==> src/rtl/cfg_addr_xlate.sv <==
module cfg_addr_xlate (
  input  logic        clk,
  input  logic        rst_n,
  input  logic        cpu_valid,
  output logic        cpu_ready,
  input  logic        cpu_is_data,
  input  logic        cpu_we,
  input  logic [2:0]  cpu_off,
  input  logic [1:0]  cpu_size,
  input  logic [31:0] cpu_wdata,
  output logic        cpu_rsp_valid,
  output logic        cpu_rsp_err,
  output logic [31:0] cpu_rdata,
  output logic        cfg_valid,
  input  logic        cfg_ready,
  output logic        cfg_we,
  output logic [31:0] cfg_addr,
  output logic [3:0]  cfg_be,
  output logic [31:0] cfg_wdata,
  input  logic        cfg_rsp_valid,
  input  logic [31:0] cfg_rdata
);
  localparam int SLOT_LO = 11;
  localparam int SEL_W   = 32 - SLOT_LO;
  localparam int TZ_W    = $clog2(SEL_W);

  typedef enum logic [1:0] {S_IDLE, S_ISSUE, S_WAIT} st_t;

  st_t         st_q;
  logic [31:0] idx_q, addr_q, wdata_q, rdata_q;
  logic [3:0]  be_q;
  logic        we_q, rsp_v_q, rsp_err_q;
  logic [1:0]  lo_q, size_q;

  logic [SEL_W-1:0] sel_bits;
  logic [TZ_W-1:0]  slot;
  logic [31:0]      xl;
  logic [3:0]       be_n;
  logic             legal;
  logic [31:0]      size_mask;

  assign sel_bits = idx_q[31:SLOT_LO];

  always_comb begin
    slot = '0;
    for (int i = SEL_W - 1; i >= 0; i--)
      if (sel_bits[i]) slot = i[TZ_W-1:0];
  end

  always_comb begin
    if (idx_q[31])
      xl = {idx_q[31:2], cpu_off[1:0]};
    else if (idx_q[0])
      xl = {idx_q[31:3], cpu_off};
    else begin
      xl[31:SLOT_LO]  = (sel_bits == '0) ? '1 : {{(SEL_W-TZ_W){1'b0}}, slot};
      xl[SLOT_LO-1:3] = idx_q[SLOT_LO-1:3];
      xl[2:0]         = cpu_off;
    end
  end

  always_comb begin
    case (cpu_size)
      2'd0:    begin be_n = 4'b0001 << cpu_off[1:0]; legal = 1'b1; end
      2'd1:    begin be_n = 4'b0011 << cpu_off[1:0]; legal = (cpu_off[1:0] != 2'd3); end
      2'd2:    begin be_n = 4'b1111; legal = (cpu_off[1:0] == 2'd0); end
      default: begin be_n = 4'b0000; legal = 1'b0; end
    endcase
  end

  assign size_mask = (size_q == 2'd0) ? 32'h0000_00FF :
                     (size_q == 2'd1) ? 32'h0000_FFFF : 32'hFFFF_FFFF;

  always_ff @(posedge clk) begin
    if (!rst_n) begin
      st_q      <= S_IDLE;
      idx_q     <= '0;
      addr_q    <= '0;
      wdata_q   <= '0;
      rdata_q   <= '0;
      be_q      <= '0;
      we_q      <= 1'b0;
      lo_q      <= '0;
      size_q    <= '0;
      rsp_v_q   <= 1'b0;
      rsp_err_q <= 1'b0;
    end else begin
      rsp_v_q   <= 1'b0;
      rsp_err_q <= 1'b0;
      case (st_q)
        S_IDLE: if (cpu_valid) begin
          if (!cpu_is_data) begin
            if (cpu_we) idx_q <= cpu_wdata;
            rdata_q <= cpu_we ? 32'h0 : idx_q;
            rsp_v_q <= 1'b1;
          end else if (!legal) begin
            rdata_q   <= '0;
            rsp_v_q   <= 1'b1;
            rsp_err_q <= 1'b1;
          end else begin
            addr_q  <= xl;
            be_q    <= be_n;
            we_q    <= cpu_we;
            wdata_q <= cpu_wdata << {cpu_off[1:0], 3'b000};
            lo_q    <= cpu_off[1:0];
            size_q  <= cpu_size;
            st_q    <= S_ISSUE;
          end
        end
        S_ISSUE: if (cfg_ready) st_q <= S_WAIT;
        S_WAIT: if (cfg_rsp_valid) begin
          st_q    <= S_IDLE;
          rsp_v_q <= 1'b1;
          rdata_q <= we_q ? 32'h0 : ((cfg_rdata >> {lo_q, 3'b000}) & size_mask);
        end
        default: st_q <= S_IDLE;
      endcase
    end
  end

  assign cpu_ready     = (st_q == S_IDLE);
  assign cpu_rsp_valid = rsp_v_q;
  assign cpu_rsp_err   = rsp_err_q;
  assign cpu_rdata     = rdata_q;
  assign cfg_valid     = (st_q == S_ISSUE);
  assign cfg_we        = we_q;
  assign cfg_addr      = addr_q;
  assign cfg_be        = be_q;
  assign cfg_wdata     = wdata_q;
endmodule

==> config.mk <==
export PLATFORM = sky130hd
export DESIGN_NAME = cfg_addr_xlate
export DESIGN_NICKNAME = d
export VERILOG_FILES = /design/src/rtl/cfg_addr_xlate.sv
export SDC_FILE = /design/constraint.sdc
export NUM_CORES = 1
export LEC_CHECK = 0
export BUFFER_PORTS_ARGS = -buffer_cell sky130_fd_sc_hd__buf_2
export CAP_MARGIN = 20
export CORE_ASPECT_RATIO = 0.5
export CORE_MARGIN = 3
export CORE_UTILIZATION = 54
export CTS_BUF_LIST = sky130_fd_sc_hd__clkbuf_4
export CTS_CLUSTER_DIAMETER = 80
export CTS_CLUSTER_SIZE = 10
export DETAILED_ROUTE_END_ITERATION = 8
export PLACE_DENSITY = 0.82
export SLEW_MARGIN = 5
export SYNTH_ARGS = -nofsm -noshare
export SYNTH_HDL_FRONTEND = slang
export SYNTH_SLANG_ARGS = --single-unit
==> constraint.sdc <==
create_clock -name clk -period 2.3 [get_ports clk]
set_clock_uncertainty 0.15 [all_clocks]
set_input_delay 0.115 -clock clk [delete_from_list [all_inputs] [get_ports clk]]
set_output_delay 0.115 -clock clk [all_outputs]
set_load 0.02 [all_outputs]
==> results of run 1 <==
[sequential cells by signal (all words and copies together) (netlist names)]
name / cells
cfg_be: 4
st_q: 2
cpu_rsp_valid: 1
cpu_rdata: 32
size_q: 2
cfg_addr: 32
idx_q: 32
cfg_we: 1
cpu_rsp_err: 1
cfg_wdata: 32
[cell usage after synthesis (12+ instances only)]
| master | number |
|---|---|
| sky130_fd_sc_hd__nor2_1 | 84 |
| sky130_fd_sc_hd__nor2b_1 | 13 |
| sky130_fd_sc_hd__nand2_1 | 163 |
| sky130_fd_sc_hd__mux2i_1 | 33 |
| sky130_fd_sc_hd__buf_2 | 16 |
| sky130_fd_sc_hd__a21oi_1 | 102 |
| sky130_fd_sc_hd__a22oi_1 | 16 |
| sky130_fd_sc_hd__clkbuf_1 | 37 |
| sky130_fd_sc_hd__dfxtp_1 | 139 |
| sky130_fd_sc_hd__a211oi_1 | 34 |
| sky130_fd_sc_hd__o21ai_0 | 29 |
| sky130_fd_sc_hd__o211ai_1 | 15 |
| sky130_fd_sc_hd__nand3_1 | 12 |
[routing by layer]
| metal | up-vias | routed length, um |
|---|---|---|
| met2 | 462 | 9517 |
| met5 | - | 0 |
| met3 | 44 | 3009 |
| met1 | 3268 | 10120 |
| met4 | 0 | 445 |
| li1 | 3295 | - |
[kinds of logic after synthesis]
family	count (synthesis)	share of synthesized area (%)
flops	139	43.33
compound gates	239	24.16
mux	41	6.546
buf+inv	71	5.552
simple gates	305	20.42
[layout make-up]
type	instances	area, um2	area share, %
multi-input combinational	585	3299	38.73
sequential	139	2784	32.68
timing repair buffer	287	1918	22.51
tap	159	198.9	2.335
clock inverter	15	158.9	1.865
clock buffer	17	127.6	1.498
inverter	7	27.53	0.3231
antenna	2	5.005	0.05875
[worst min path at each step]
stage | end | slack [ps]
final | cpu_rdata[0]$_SDFFE_PN0P_ | 30
after global routing | cpu_rdata[5]$_SDFFE_PN0P_ | 40
after CTS | cpu_rdata[4]$_SDFFE_PN0P_ | 9
after detailed placement | idx_q[17]$_SDFFE_PN0P_ | 230
after global placement | idx_q[17]$_SDFFE_PN0P_ | 220
after floorplan | idx_q[20]$_SDFFE_PN0P_ | 100
[cell usage in the layout (no fill, tap or decap), types with 5 or more instances in the layout]
cell	netlist	layout
sky130_fd_sc_hd__a211oi_1	34	34
sky130_fd_sc_hd__inv_1	6	5
sky130_fd_sc_hd__mux2i_1	33	33
sky130_fd_sc_hd__mux2_2	8	8
sky130_fd_sc_hd__or3_1	9	9
sky130_fd_sc_hd__nand2_1	163	163
sky130_fd_sc_hd__nand3_1	12	11
sky130_fd_sc_hd__o211ai_1	15	15
sky130_fd_sc_hd__dfxtp_1	139	138
sky130_fd_sc_hd__a21oi_1	102	102
sky130_fd_sc_hd__nor3_1	6	5
sky130_fd_sc_hd__buf_4	1	38
sky130_fd_sc_hd__a22oi_1	16	16
sky130_fd_sc_hd__nor2b_1	13	13
sky130_fd_sc_hd__a211o_1	9	9
sky130_fd_sc_hd__buf_2	16	180
sky130_fd_sc_hd__clkbuf_4	1	17
sky130_fd_sc_hd__a311oi_1	8	8
sky130_fd_sc_hd__a32oi_1	9	9
sky130_fd_sc_hd__dlygate4sd3_1	0	64
sky130_fd_sc_hd__nor2_1	84	84
sky130_fd_sc_hd__o21ai_0	29	29
[worst reg2reg max path, stage by stage (launching register included)]
cell	delay, ps
sky130_fd_sc_hd__dfxtp_1	390
sky130_fd_sc_hd__nor3b_2	220
sky130_fd_sc_hd__buf_4	170
sky130_fd_sc_hd__and3_1	210
sky130_fd_sc_hd__buf_12	190
sky130_fd_sc_hd__nand2_1	90
sky130_fd_sc_hd__a21oi_1	130
sky130_fd_sc_hd__dlygate4sd3_1	560
[where the power goes]
part	switching, W	internal [W]
sequential	0.0000821	0.00252
combinational	0.000621	0.000421
clock	0.00106	0.000579
[metrics by stage]
step	hold WS, ps	total power (W)	setup WS [ps]	utilization [%]
after CTS	9.472	0.005250	43.21	75.17
after detailed placement	234.8	0.003578	201.1	66.96
after global routing	40.01	0.005491	8.703	75.50
after floorplan	101.0	0.003224	399.5	-
final	25.09	0.005289	145.5	75.50
after global placement	224.6	0.003566	274.6	66.96
[what timing repair did]
item / 4_1_cts / 5_1_grt
resized for setup: 0 / 3
setup buffers: 0 / 3
setup endpoints to repair: 0 / 9
hold endpoints to repair: 115 / 0
hold buffers: 64 / 0
==> impl_results.html, run 1 <==
<table>
<tr><th>Metric</th><th>Value</th></tr>
<tr><th colspan="2">Detailed routing</th></tr>
<tr><td>Via count</td><td>7069</td></tr>
<tr><td>Per-cell via count in the routed design</td><td>5.837</td></tr>
<tr><td>Routed WL</td><td>23.09 mm</td></tr>
<tr><td>Pre-antenna DRT Iters</td><td>7</td></tr>
<tr><td>Count of nets left with antenna violations after detail routing</td><td>0</td></tr>
<tr><td>Remaining design rule violation count</td><td>0</td></tr>
<tr><td>Routed wire length per instance</td><td>19.07 um</td></tr>
<tr><td>Violation count after the first detailed-routing iteration</td><td>745</td></tr>
<tr><th colspan="2">Die</th></tr>
<tr><td>Width of the chip</td><td>160.2 um</td></tr>
<tr><td>Overall die height</td><td>83.12 um</td></tr>
<tr><td>Floorplan die area</td><td>13320 um2</td></tr>
<tr><td>Area inside the core boundary</td><td>11280 um2</td></tr>
<tr><td>Initial Util</td><td>56.92%</td></tr>
<tr><td>Number of placed I/O pins</td><td>181</td></tr>
<tr><td># rows</td><td>27</td></tr>
<tr><th colspan="2">STA</th></tr>
<tr><td># setup viols final</td><td>0</td></tr>
<tr><td>Slew at the pin with the worst max-slew slack</td><td>526.2 ps</td></tr>
<tr><td>Worst slew margin relative to its limit</td><td>64.47%</td></tr>
<tr><td>Total Negative Setup Slacks</td><td>0 ps</td></tr>
<tr><td>Setup repair after global routing missed its margin</td><td>false</td></tr>
<tr><td>Max-slew violations</td><td>0</td></tr>
<tr><td>Final worst-path cycle share</td><td>93.68%</td></tr>
<tr><td>FMAX</td><td>0.4641 GHz</td></tr>
<tr><td>Final hold violation count</td><td>0</td></tr>
<tr><td>Minimum clock period</td><td>2155 ps</td></tr>
<tr><th colspan="2">Placed design</th></tr>
<tr><td>Routability congestion estimate</td><td>0.9669</td></tr>
<tr><td>Placed instance area</td><td>7555 um2</td></tr>
<tr><td>Total instance count after detailed placement</td><td>1110</td></tr>
<tr><td>Post-DP HPWL</td><td>16.20 mm</td></tr>
<tr><td>Input/output buffers</td><td>180</td></tr>
<tr><th colspan="2">Hold path</th></tr>
<tr><td>Hold Crit Class</td><td>primary input to register</td></tr>
<tr><td>Hold path startpoint</td><td>cfg_rdata[8]</td></tr>
<tr><td>Cell depth of the worst hold path</td><td>5</td></tr>
<tr><th colspan="2">Critical path</th></tr>
<tr><td>Critical-path cell list</td><td>nor3b_2 -&gt; buf_4 -&gt; and3_1 -&gt; buf_12 -&gt; nand2_1 -&gt; a21oi_1 -&gt; dlygate4sd3_1</td></tr>
<tr><td>Worst setup path startpoint</td><td>st_q[1]$_SDFFE_PN0P_</td></tr>
<tr><td>Largest fanout on the critical path</td><td>32</td></tr>
<tr><td>Stages on worst setup path</td><td>7</td></tr>
<tr><td>R2r endpoint</td><td>idx_q[18]$_SDFFE_PN0P_</td></tr>
<tr><td>Number of cells traversed by the worst register-to-register path</td><td>7</td></tr>
<tr><td>Family with the most delay on the worst path</td><td>buffers and inverters</td></tr>
<tr><td>Worst setup EP type</td><td>register</td></tr>
<tr><td>Crit path kind</td><td>register to register</td></tr>
<tr><td>Critical path startpoint category</td><td>register</td></tr>
<tr><td>Crit path arrival time</td><td>2510 ps</td></tr>
<tr><td>Data required time of the worst path</td><td>2650 ps</td></tr>
<tr><td>Cell at the slowest stage of the critical path</td><td>sky130_fd_sc_hd__dlygate4sd3_1</td></tr>
<tr><td>Timing endpoint of the critical path</td><td>idx_q[18]$_SDFFE_PN0P_</td></tr>
<tr><td>Worst setup slack for register-to-register paths</td><td>150 ps</td></tr>
<tr><td>Crit-path max cell delay</td><td>560 ps</td></tr>
<tr><td>CP bufs+invs</td><td>3</td></tr>
<tr><td>Critical R2R Launch</td><td>st_q[1]$_SDFFE_PN0P_</td></tr>
<tr><th colspan="2">Global route</th></tr>
<tr><td>Maximum number of pins on one net before global-route repair</td><td>66</td></tr>
<tr><td>Met1 Resource Use GR</td><td>49.74%</td></tr>
<tr><td>First-pass GRT wire length</td><td>35.41 mm</td></tr>
<tr><td>Initial antenna violation count</td><td>1</td></tr>
<tr><td>Number of global-route vias before repair</td><td>6345</td></tr>
<tr><td>Global routing's busiest layer</td><td>met1</td></tr>
<tr><td>Met2 Resource Use GR</td><td>48.07%</td></tr>
<tr><td>GRT Total Usage</td><td>33.44%</td></tr>
<tr><td>Overflow after GRT</td><td>0</td></tr>
<tr><td>Met3 layer usage reported by global route</td><td>8.221%</td></tr>
<tr><th colspan="2">Run</th></tr>
<tr><td>Max-cap viol count</td><td>0</td></tr>
<tr><th colspan="2">Logic synthesis</th></tr>
<tr><td>Share of flip-flops with an asynchronous set or reset</td><td>0%</td></tr>
<tr><td>Netlist cell types</td><td>54</td></tr>
<tr><td>Gate count of the mapped netlist</td><td>795</td></tr>
<tr><td>Post-synth top area cell</td><td>sky130_fd_sc_hd__dfxtp_1</td></tr>
<tr><td>Number of nets in the synthesized netlist</td><td>871</td></tr>
<tr><td>Post-synthesis register bit count</td><td>139</td></tr>
<tr><td>Warnings from Yosys</td><td>0</td></tr>
<tr><td>Synthesized area per cell</td><td>8.079 um2</td></tr>
<tr><td>Number of synthesized flops with an enable pin</td><td>0</td></tr>
<tr><td>Top FF cell, synth</td><td>sky130_fd_sc_hd__dfxtp_1</td></tr>
<tr><td>Top area cells in the synthesized netlist</td><td>sky130_fd_sc_hd__dfxtp_1 (43%), sky130_fd_sc_hd__nand2_1 (9.5%), sky130_fd_sc_hd__a21oi_1 (7.9%), sky130_fd_sc_hd__mux2i_1 (5.1%), sky130_fd_sc_hd__nor2_1 (4.9%)</td></tr>
<tr><td>Fraction of post-synthesis cell area in the top cell type by area</td><td>43.33%</td></tr>
<tr><td>Synthesized cell area</td><td>6422 um2</td></tr>
<tr><td>Part of the Yosys area used for sequential elements</td><td>43.33%</td></tr>
<tr><th colspan="2">Power</th></tr>
<tr><td>Total power density per cell area</td><td>620.9 nW/um2</td></tr>
<tr><td>Peak VDD IR</td><td>287.1 uV</td></tr>
<tr><td>LEAKAGE</td><td>3.615 nW</td></tr>
<tr><th colspan="2">Clocking</th></tr>
<tr><td>Buffer cell driving the clock tree root</td><td>sky130_fd_sc_hd__clkbuf_4</td></tr>
<tr><td>Deepest clock path buffer count</td><td>2</td></tr>
<tr><td>CTS tree</td><td>built</td></tr>
<tr><td>H-tree levels</td><td>4</td></tr>
<tr><td>Later-pin clock latency in the skew report</td><td>550 ps</td></tr>
<tr><td>Number of sinks handled by clock tree synthesis</td><td>139</td></tr>
<tr><td>CTS clock-pin slew for the worst setup and hold paths</td><td>140 ps</td></tr>
<tr><td>TritonCTS buffer count</td><td>17</td></tr>
<tr><th colspan="2">Finish</th></tr>
<tr><td>Synthesis-to-finish area growth</td><td>32.65%</td></tr>
<tr><td>Fraction of final layout cells with drive strength greater than 1</td><td>26.76%</td></tr>
<tr><td>Count of fill cells added during filler insertion</td><td>849</td></tr>
<tr><td>Number of non-filler instances in the completed layout</td><td>1211</td></tr>
<tr><td>Non-Filler Cell Area, Final</td><td>8519 um2</td></tr>
<tr><td># nets final</td><td>1113</td></tr>
<tr><th colspan="2">Status</th></tr>
<tr><td>Result of the run</td><td>completed</td></tr>
</table>
No activity file was read; power rests on OpenSTA's default activity.
==> run 2: changes to the inputs <==
--- a/config.mk
+++ b/config.mk
@@ -5,6 +5,7 @@
 export SDC_FILE = /design/constraint.sdc
 export NUM_CORES = 1
 export LEC_CHECK = 0
+export ABC_AREA = 1
 export BUFFER_PORTS_ARGS = -buffer_cell sky130_fd_sc_hd__buf_2
 export CAP_MARGIN = 20
 export CORE_ASPECT_RATIO = 0.5
==> run 2 against run 1 <==
Critical path depth is the same; area after synthesis shrank 0.72%; setup slack lost 19 ps; core utilization shrank 0.34 points; sequential power grew 2%; first-iteration DRC count grew 33%; routed wire length shrank 2.8%; final cell count grew 8.4%; maximum frequency shrank 0.88%.
==> impl_results.html, run 2 <==
<table>
<tr><th>Metric</th><th>Value</th></tr>
<tr><th colspan="2">Clocking</th></tr>
<tr><td>Deepest clock path buffer count</td><td>2 (unchanged)</td></tr>
<tr><td>Post-CTS Setup Repair Bufs</td><td>0 (unchanged)</td></tr>
<tr><td>CTS clock-pin slew for the worst setup and hold paths</td><td>120 ps (was 140 ps)</td></tr>
<tr><td>TritonCTS buffer count</td><td>17 (unchanged)</td></tr>
<tr><td>Buffer cell driving the clock tree root</td><td>sky130_fd_sc_hd__clkbuf_4 (unchanged)</td></tr>
<tr><td>CTS tree</td><td>built (unchanged)</td></tr>
<tr><td>H-tree levels</td><td>4 (unchanged)</td></tr>
<tr><td>Later-pin clock latency in the skew report</td><td>550 ps (about the same)</td></tr>
<tr><td>Number of sinks handled by clock tree synthesis</td><td>139 (unchanged)</td></tr>
<tr><th colspan="2">Hold path</th></tr>
<tr><td>Cell depth of the worst hold path</td><td>7 (was 5)</td></tr>
<tr><td>Endpoint with the worst hold slack</td><td>cpu_rdata[9]$_SDFFE_PN0P_ (was cpu_rdata[0]$_SDFFE_PN0P_)</td></tr>
<tr><td>Hold path startpoint</td><td>cfg_rdata[9] (was cfg_rdata[8])</td></tr>
<tr><td>Hold Crit Class</td><td>primary input to register (unchanged)</td></tr>
<tr><th colspan="2">Power</th></tr>
<tr><td>Total power</td><td>0.005406 W (was 0.005289 W)</td></tr>
<tr><td>Gate power share</td><td>22.7% (was 19.7%)</td></tr>
<tr><td>LEAKAGE</td><td>3.971 nW (was 3.615 nW)</td></tr>
<tr><td>Fraction of power spent switching nets</td><td>32.79% (was 33.39%)</td></tr>
<tr><td>Clock power frac</td><td>28.2% (was 31.0%)</td></tr>
<tr><td>Peak VDD IR</td><td>328.3 uV (was 287.1 uV)</td></tr>
<tr><td>Total power density per cell area</td><td>639.4 nW/um2 (was 620.9 nW/um2)</td></tr>
<tr><td>Register share of total power</td><td>49.1% (was 49.3%)</td></tr>
<tr><td>Switching power</td><td>0.001773 W (was 0.001766 W)</td></tr>
<tr><td>Internal power</td><td>0.003634 W (was 0.003523 W)</td></tr>
<tr><th colspan="2">Logic synthesis</th></tr>
<tr><td>Post-synth top area cell</td><td>sky130_fd_sc_hd__dfxtp_1 (unchanged)</td></tr>
<tr><td>Number of nets in the synthesized netlist</td><td>981 (was 871)</td></tr>
<tr><td>Warnings from Yosys</td><td>0 (unchanged)</td></tr>
<tr><td>Synthesized cell area</td><td>6376 um2 (was 6422 um2)</td></tr>
<tr><td>Gate count of the mapped netlist</td><td>905 (was 795)</td></tr>
<tr><td>Share of flip-flops with an asynchronous set or reset</td><td>0% (unchanged)</td></tr>
<tr><td>Number of synthesized flops with an enable pin</td><td>0 (unchanged)</td></tr>
<tr><td>Synthesized area per cell</td><td>7.045 um2 (was 8.079 um2)</td></tr>
<tr><td>Part of the Yosys area used for sequential elements</td><td>43.64% (was 43.33%)</td></tr>
<tr><td>Top FF cell, synth</td><td>sky130_fd_sc_hd__dfxtp_1 (unchanged)</td></tr>
<tr><td>Fraction of post-synthesis cell area in the top cell type by area</td><td>43.64% (was 43.33%)</td></tr>
<tr><td>List of most frequent post-synthesis cells</td><td>sky130_fd_sc_hd__nand2_1 (153), sky130_fd_sc_hd__dfxtp_1 (139), sky130_fd_sc_hd__o21ai_0 (133) (was sky130_fd_sc_hd__nand2_1 (163), sky130_fd_sc_hd__dfxtp_1 (139), sky130_fd_sc_hd__a21oi_1 (102))</td></tr>
<tr><td>Most numerous cell in the Yosys netlist</td><td>sky130_fd_sc_hd__nand2_1 (unchanged)</td></tr>
<tr><td>Netlist cell types</td><td>31 (was 54)</td></tr>
<tr><td>Post-synthesis register bit count</td><td>139 (unchanged)</td></tr>
<tr><td>Top area cells in the synthesized netlist</td><td>sky130_fd_sc_hd__dfxtp_1 (44%), sky130_fd_sc_hd__o21ai_0 (10%), sky130_fd_sc_hd__nand2_1 (9.0%), sky130_fd_sc_hd__a21oi_1 (6.9%), sky130_fd_sc_hd__nor2_1 (6.5%) (was sky130_fd_sc_hd__dfxtp_1 (43%), sky130_fd_sc_hd__nand2_1 (9.5%), sky130_fd_sc_hd__a21oi_1 (7.9%), sky130_fd_sc_hd__mux2i_1 (5.1%), sky130_fd_sc_hd__nor2_1 (4.9%))</td></tr>
<tr><th colspan="2">Finish</th></tr>
<tr><td># nets final</td><td>1214 (was 1113)</td></tr>
<tr><td>Synthesis-to-finish area growth</td><td>32.61% (was 32.65%)</td></tr>
<tr><td>Most common cell after layout, fill and taps aside</td><td>sky130_fd_sc_hd__buf_2 (unchanged)</td></tr>
<tr><td>Utilization after layout</td><td>75.16% (was 75.50%)</td></tr>
<tr><td>Most used cells in the layout excluding fill and tap cells</td><td>sky130_fd_sc_hd__buf_2 (180), sky130_fd_sc_hd__nand2_1 (152), sky130_fd_sc_hd__dfxtp_1 (139), sky130_fd_sc_hd__o21ai_0 (133), sky130_fd_sc_hd__nor2_1 (110) (was sky130_fd_sc_hd__buf_2 (180), sky130_fd_sc_hd__nand2_1 (163), sky130_fd_sc_hd__dfxtp_1 (138), sky130_fd_sc_hd__a21oi_1 (102), sky130_fd_sc_hd__nor2_1 (84))</td></tr>
<tr><td>Count of fill cells added during filler insertion</td><td>869 (was 849)</td></tr>
<tr><td>Fraction of final layout cells with drive strength greater than 1</td><td>20.94% (was 26.76%)</td></tr>
<tr><td>Non-Filler Cell Area, Final</td><td>8456 um2 (was 8519 um2)</td></tr>
<tr><th colspan="2">Detailed routing</th></tr>
<tr><td>Routed wire length per instance</td><td>17.09 um (was 19.07 um)</td></tr>
<tr><td>Remaining design rule violation count</td><td>0 (unchanged)</td></tr>
<tr><td>Count of nets left with antenna violations after detail routing</td><td>0 (unchanged)</td></tr>
<tr><td>Per-cell via count in the routed design</td><td>5.751 (was 5.837)</td></tr>
<tr><td>Pre-antenna DRT Iters</td><td>6 (was 7)</td></tr>
<tr><td>Routed WL</td><td>22.43 mm (was 23.09 mm)</td></tr>
<tr><td>Via count</td><td>7551 (was 7069)</td></tr>
<tr><td>Violation count after the first detailed-routing iteration</td><td>992 (was 745)</td></tr>
<tr><th colspan="2">Critical path</th></tr>
<tr><td>Critical R2R Launch</td><td>st_q[1]$_SDFFE_PN0P_ (unchanged)</td></tr>
<tr><td>R2r endpoint</td><td>idx_q[7]$_SDFFE_PN0P_ (was idx_q[18]$_SDFFE_PN0P_)</td></tr>
<tr><td>Worst setup EP type</td><td>register (unchanged)</td></tr>
<tr><td>Crit path arrival time</td><td>2520 ps (was 2510 ps)</td></tr>
<tr><td>Crit path kind</td><td>register to register (unchanged)</td></tr>
<tr><td>Data required time of the worst path</td><td>2650 ps (about the same)</td></tr>
<tr><td>Largest fanout on the critical path</td><td>42 (was 32)</td></tr>
<tr><td>Worst setup slack for register-to-register paths</td><td>130 ps (was 150 ps)</td></tr>
<tr><td>Number of cells traversed by the worst register-to-register path</td><td>7 (unchanged)</td></tr>
<tr><td>Critical path startpoint category</td><td>register (unchanged)</td></tr>
<tr><th colspan="2">Die</th></tr>
<tr><td>Number of placed I/O pins</td><td>181 (unchanged)</td></tr>
<tr><td>Area inside the core boundary</td><td>11250 um2 (was 11280 um2)</td></tr>
<tr><td># rows</td><td>27 (unchanged)</td></tr>
<tr><td>Width of the chip</td><td>159.7 um (was 160.2 um)</td></tr>
<tr><td>Initial Util</td><td>56.68% (was 56.92%)</td></tr>
<tr><td>Overall die height</td><td>82.84 um (was 83.12 um)</td></tr>
<tr><td>Floorplan die area</td><td>13230 um2 (was 13320 um2)</td></tr>
<tr><th colspan="2">Global route</th></tr>
<tr><td>Maximum number of pins on one net before global-route repair</td><td>53 (was 66)</td></tr>
<tr><td>Overflow after GRT</td><td>0 (unchanged)</td></tr>
<tr><td>GRT Total Usage</td><td>32.91% (was 33.44%)</td></tr>
<tr><td>Initial antenna violation count</td><td>1 (unchanged)</td></tr>
<tr><td>First-pass GRT wire length</td><td>35.38 mm (was 35.41 mm)</td></tr>
<tr><td>Number of global-route vias before repair</td><td>6758 (was 6345)</td></tr>
<tr><th colspan="2">STA</th></tr>
<tr><td>Setup repair after global routing missed its margin</td><td>false (unchanged)</td></tr>
<tr><td>Max-slew violations</td><td>0 (unchanged)</td></tr>
<tr><td>Minimum clock period</td><td>2174 ps (was 2155 ps)</td></tr>
<tr><td># setup viols final</td><td>0 (unchanged)</td></tr>
<tr><td>Worst slew margin relative to its limit</td><td>63.67% (was 64.47%)</td></tr>
<tr><td>Final worst-path cycle share</td><td>94.51% (was 93.68%)</td></tr>
<tr><td>FMAX</td><td>0.4600 GHz (was 0.4641 GHz)</td></tr>
<tr><td>Total Negative Setup Slacks</td><td>0 ps (unchanged)</td></tr>
<tr><td>Final hold violation count</td><td>0 (unchanged)</td></tr>
<tr><td>Slew at the pin with the worst max-slew slack</td><td>544.1 ps (was 526.2 ps)</td></tr>
<tr><td>Worst-case setup margin in the final layout</td><td>126.3 ps (was 145.5 ps)</td></tr>
<tr><th colspan="2">Placed design</th></tr>
<tr><td>Placed instance area</td><td>7350 um2 (was 7555 um2)</td></tr>
<tr><td>Post-DP HPWL</td><td>15.41 mm (was 16.20 mm)</td></tr>
<tr><td>Worst setup timing slack at the placement stage</td><td>134.8 ps (was 201.1 ps)</td></tr>
<tr><td>Routability congestion estimate</td><td>0.9300 (was 0.9669)</td></tr>
<tr><td>Input/output buffers</td><td>180 (unchanged)</td></tr>
<tr><th colspan="2">Status</th></tr>
<tr><td>Result of the run</td><td>completed (unchanged)</td></tr>
<tr><th colspan="2">Run</th></tr>
<tr><td>Max-cap viol count</td><td>0 (unchanged)</td></tr>
</table>
[run 2: cell types whose count changed after synthesis, sizes merged, moves of 10 or more]
| cell | change |
|---|---|
| o21ai | +105 |
| inv | +83 |
| mux2i | -33 |
| a211oi | -32 |
| nor2 | +27 |
| a31oi | +23 |
| o22ai | +18 |
| a22oi | -16 |
| o221ai | +16 |
| a21oi | -15 |
| nor2b | -13 |
| nand3 | +10 |
[run 2: cell families after synthesis]
| logic type | share of synthesized area [%] |
|---|---|
| simple gates | 19.72 |
| flops | 43.64 |
| buf+inv | 9.890 |
| compound gates | 26.75 |
[run 2: worst max path at each step]
stage	slack, ps	from	endpoint
3_5_place_dp	130	st_q[1]$_SDFFE_PN0P_	cfg_addr[28]$_SDFFE_PN0P_
2_1_floorplan	350	st_q[1]$_SDFFE_PN0P_	cfg_addr[22]$_SDFFE_PN0P_
4_1_cts	70	st_q[1]$_SDFFE_PN0P_	idx_q[16]$_SDFFE_PN0P_
5_1_grt	8	st_q[1]$_SDFFE_PN0P_	idx_q[2]$_SDFFE_PN0P_
6_report	130	st_q[1]$_SDFFE_PN0P_	idx_q[7]$_SDFFE_PN0P_
3_3_place_gp	260	cpu_off[0]	cpu_rdata[12]$_SDFFE_PN0P_
[run 2: power groups by stage]
stage | combinational, W | sequential [W] | clock [W]
2_1_floorplan | 0.000563 | 0.00282 | 0
3_3_place_gp | 0.00104 | 0.00270 | 0
3_5_place_dp | 0.00106 | 0.00270 | 0
4_1_cts | 0.00118 | 0.00265 | 0.00153
5_1_grt | 0.00133 | 0.00267 | 0.00162
6_report | 0.00123 | 0.00265 | 0.00153
[run 2: final cells by class]
class	instances	area, um2	share of cell area, %
Clock inverter	15	132.6	1.569
Clock buffer	17	127.6	1.509
Antenna cell	3	7.507	0.08878
Sequential cell	139	2783	32.91
Timing Repair Buffer	280	1894	22.40
Multi-Input combinational cell	610	2972	35.14
Tap cell	159	198.9	2.353
Inverter	90	340.3	4.025
[run 2: stage by stage]
step	hold WS, ps	cells
final	44.21	1313
after global routing	99.95	1313
after CTS	14.10	1310
after detailed placement	231.4	1196
after global placement	215.8	1196
after floorplan	108.1	905
[run 2: what timing repair did]
action	4_1_cts	5_1_grt
hold buffers	82	0
endpoints found under the hold margin	110	0
resized for setup	0	6
setup endpoints to repair	0	43
[run 2: per-layer routing]
metal	routed length (um)	GRT usage [%]
met4	525	8.817
met2	9636	49.52
met5	0	0
met1	9078	45.86
met3	3192	10.26
[run 2: worst max-delay path, stage by stage, from the launching register on]
cell and delay, ps:
sky130_fd_sc_hd__dfxtp_1 350, sky130_fd_sc_hd__nor2_1 160, sky130_fd_sc_hd__nand2_2 130, sky130_fd_sc_hd__nor3_4 270
sky130_fd_sc_hd__buf_12 230, sky130_fd_sc_hd__o21ai_0 120, sky130_fd_sc_hd__a21oi_1 160, sky130_fd_sc_hd__dlygate4sd3_1 560
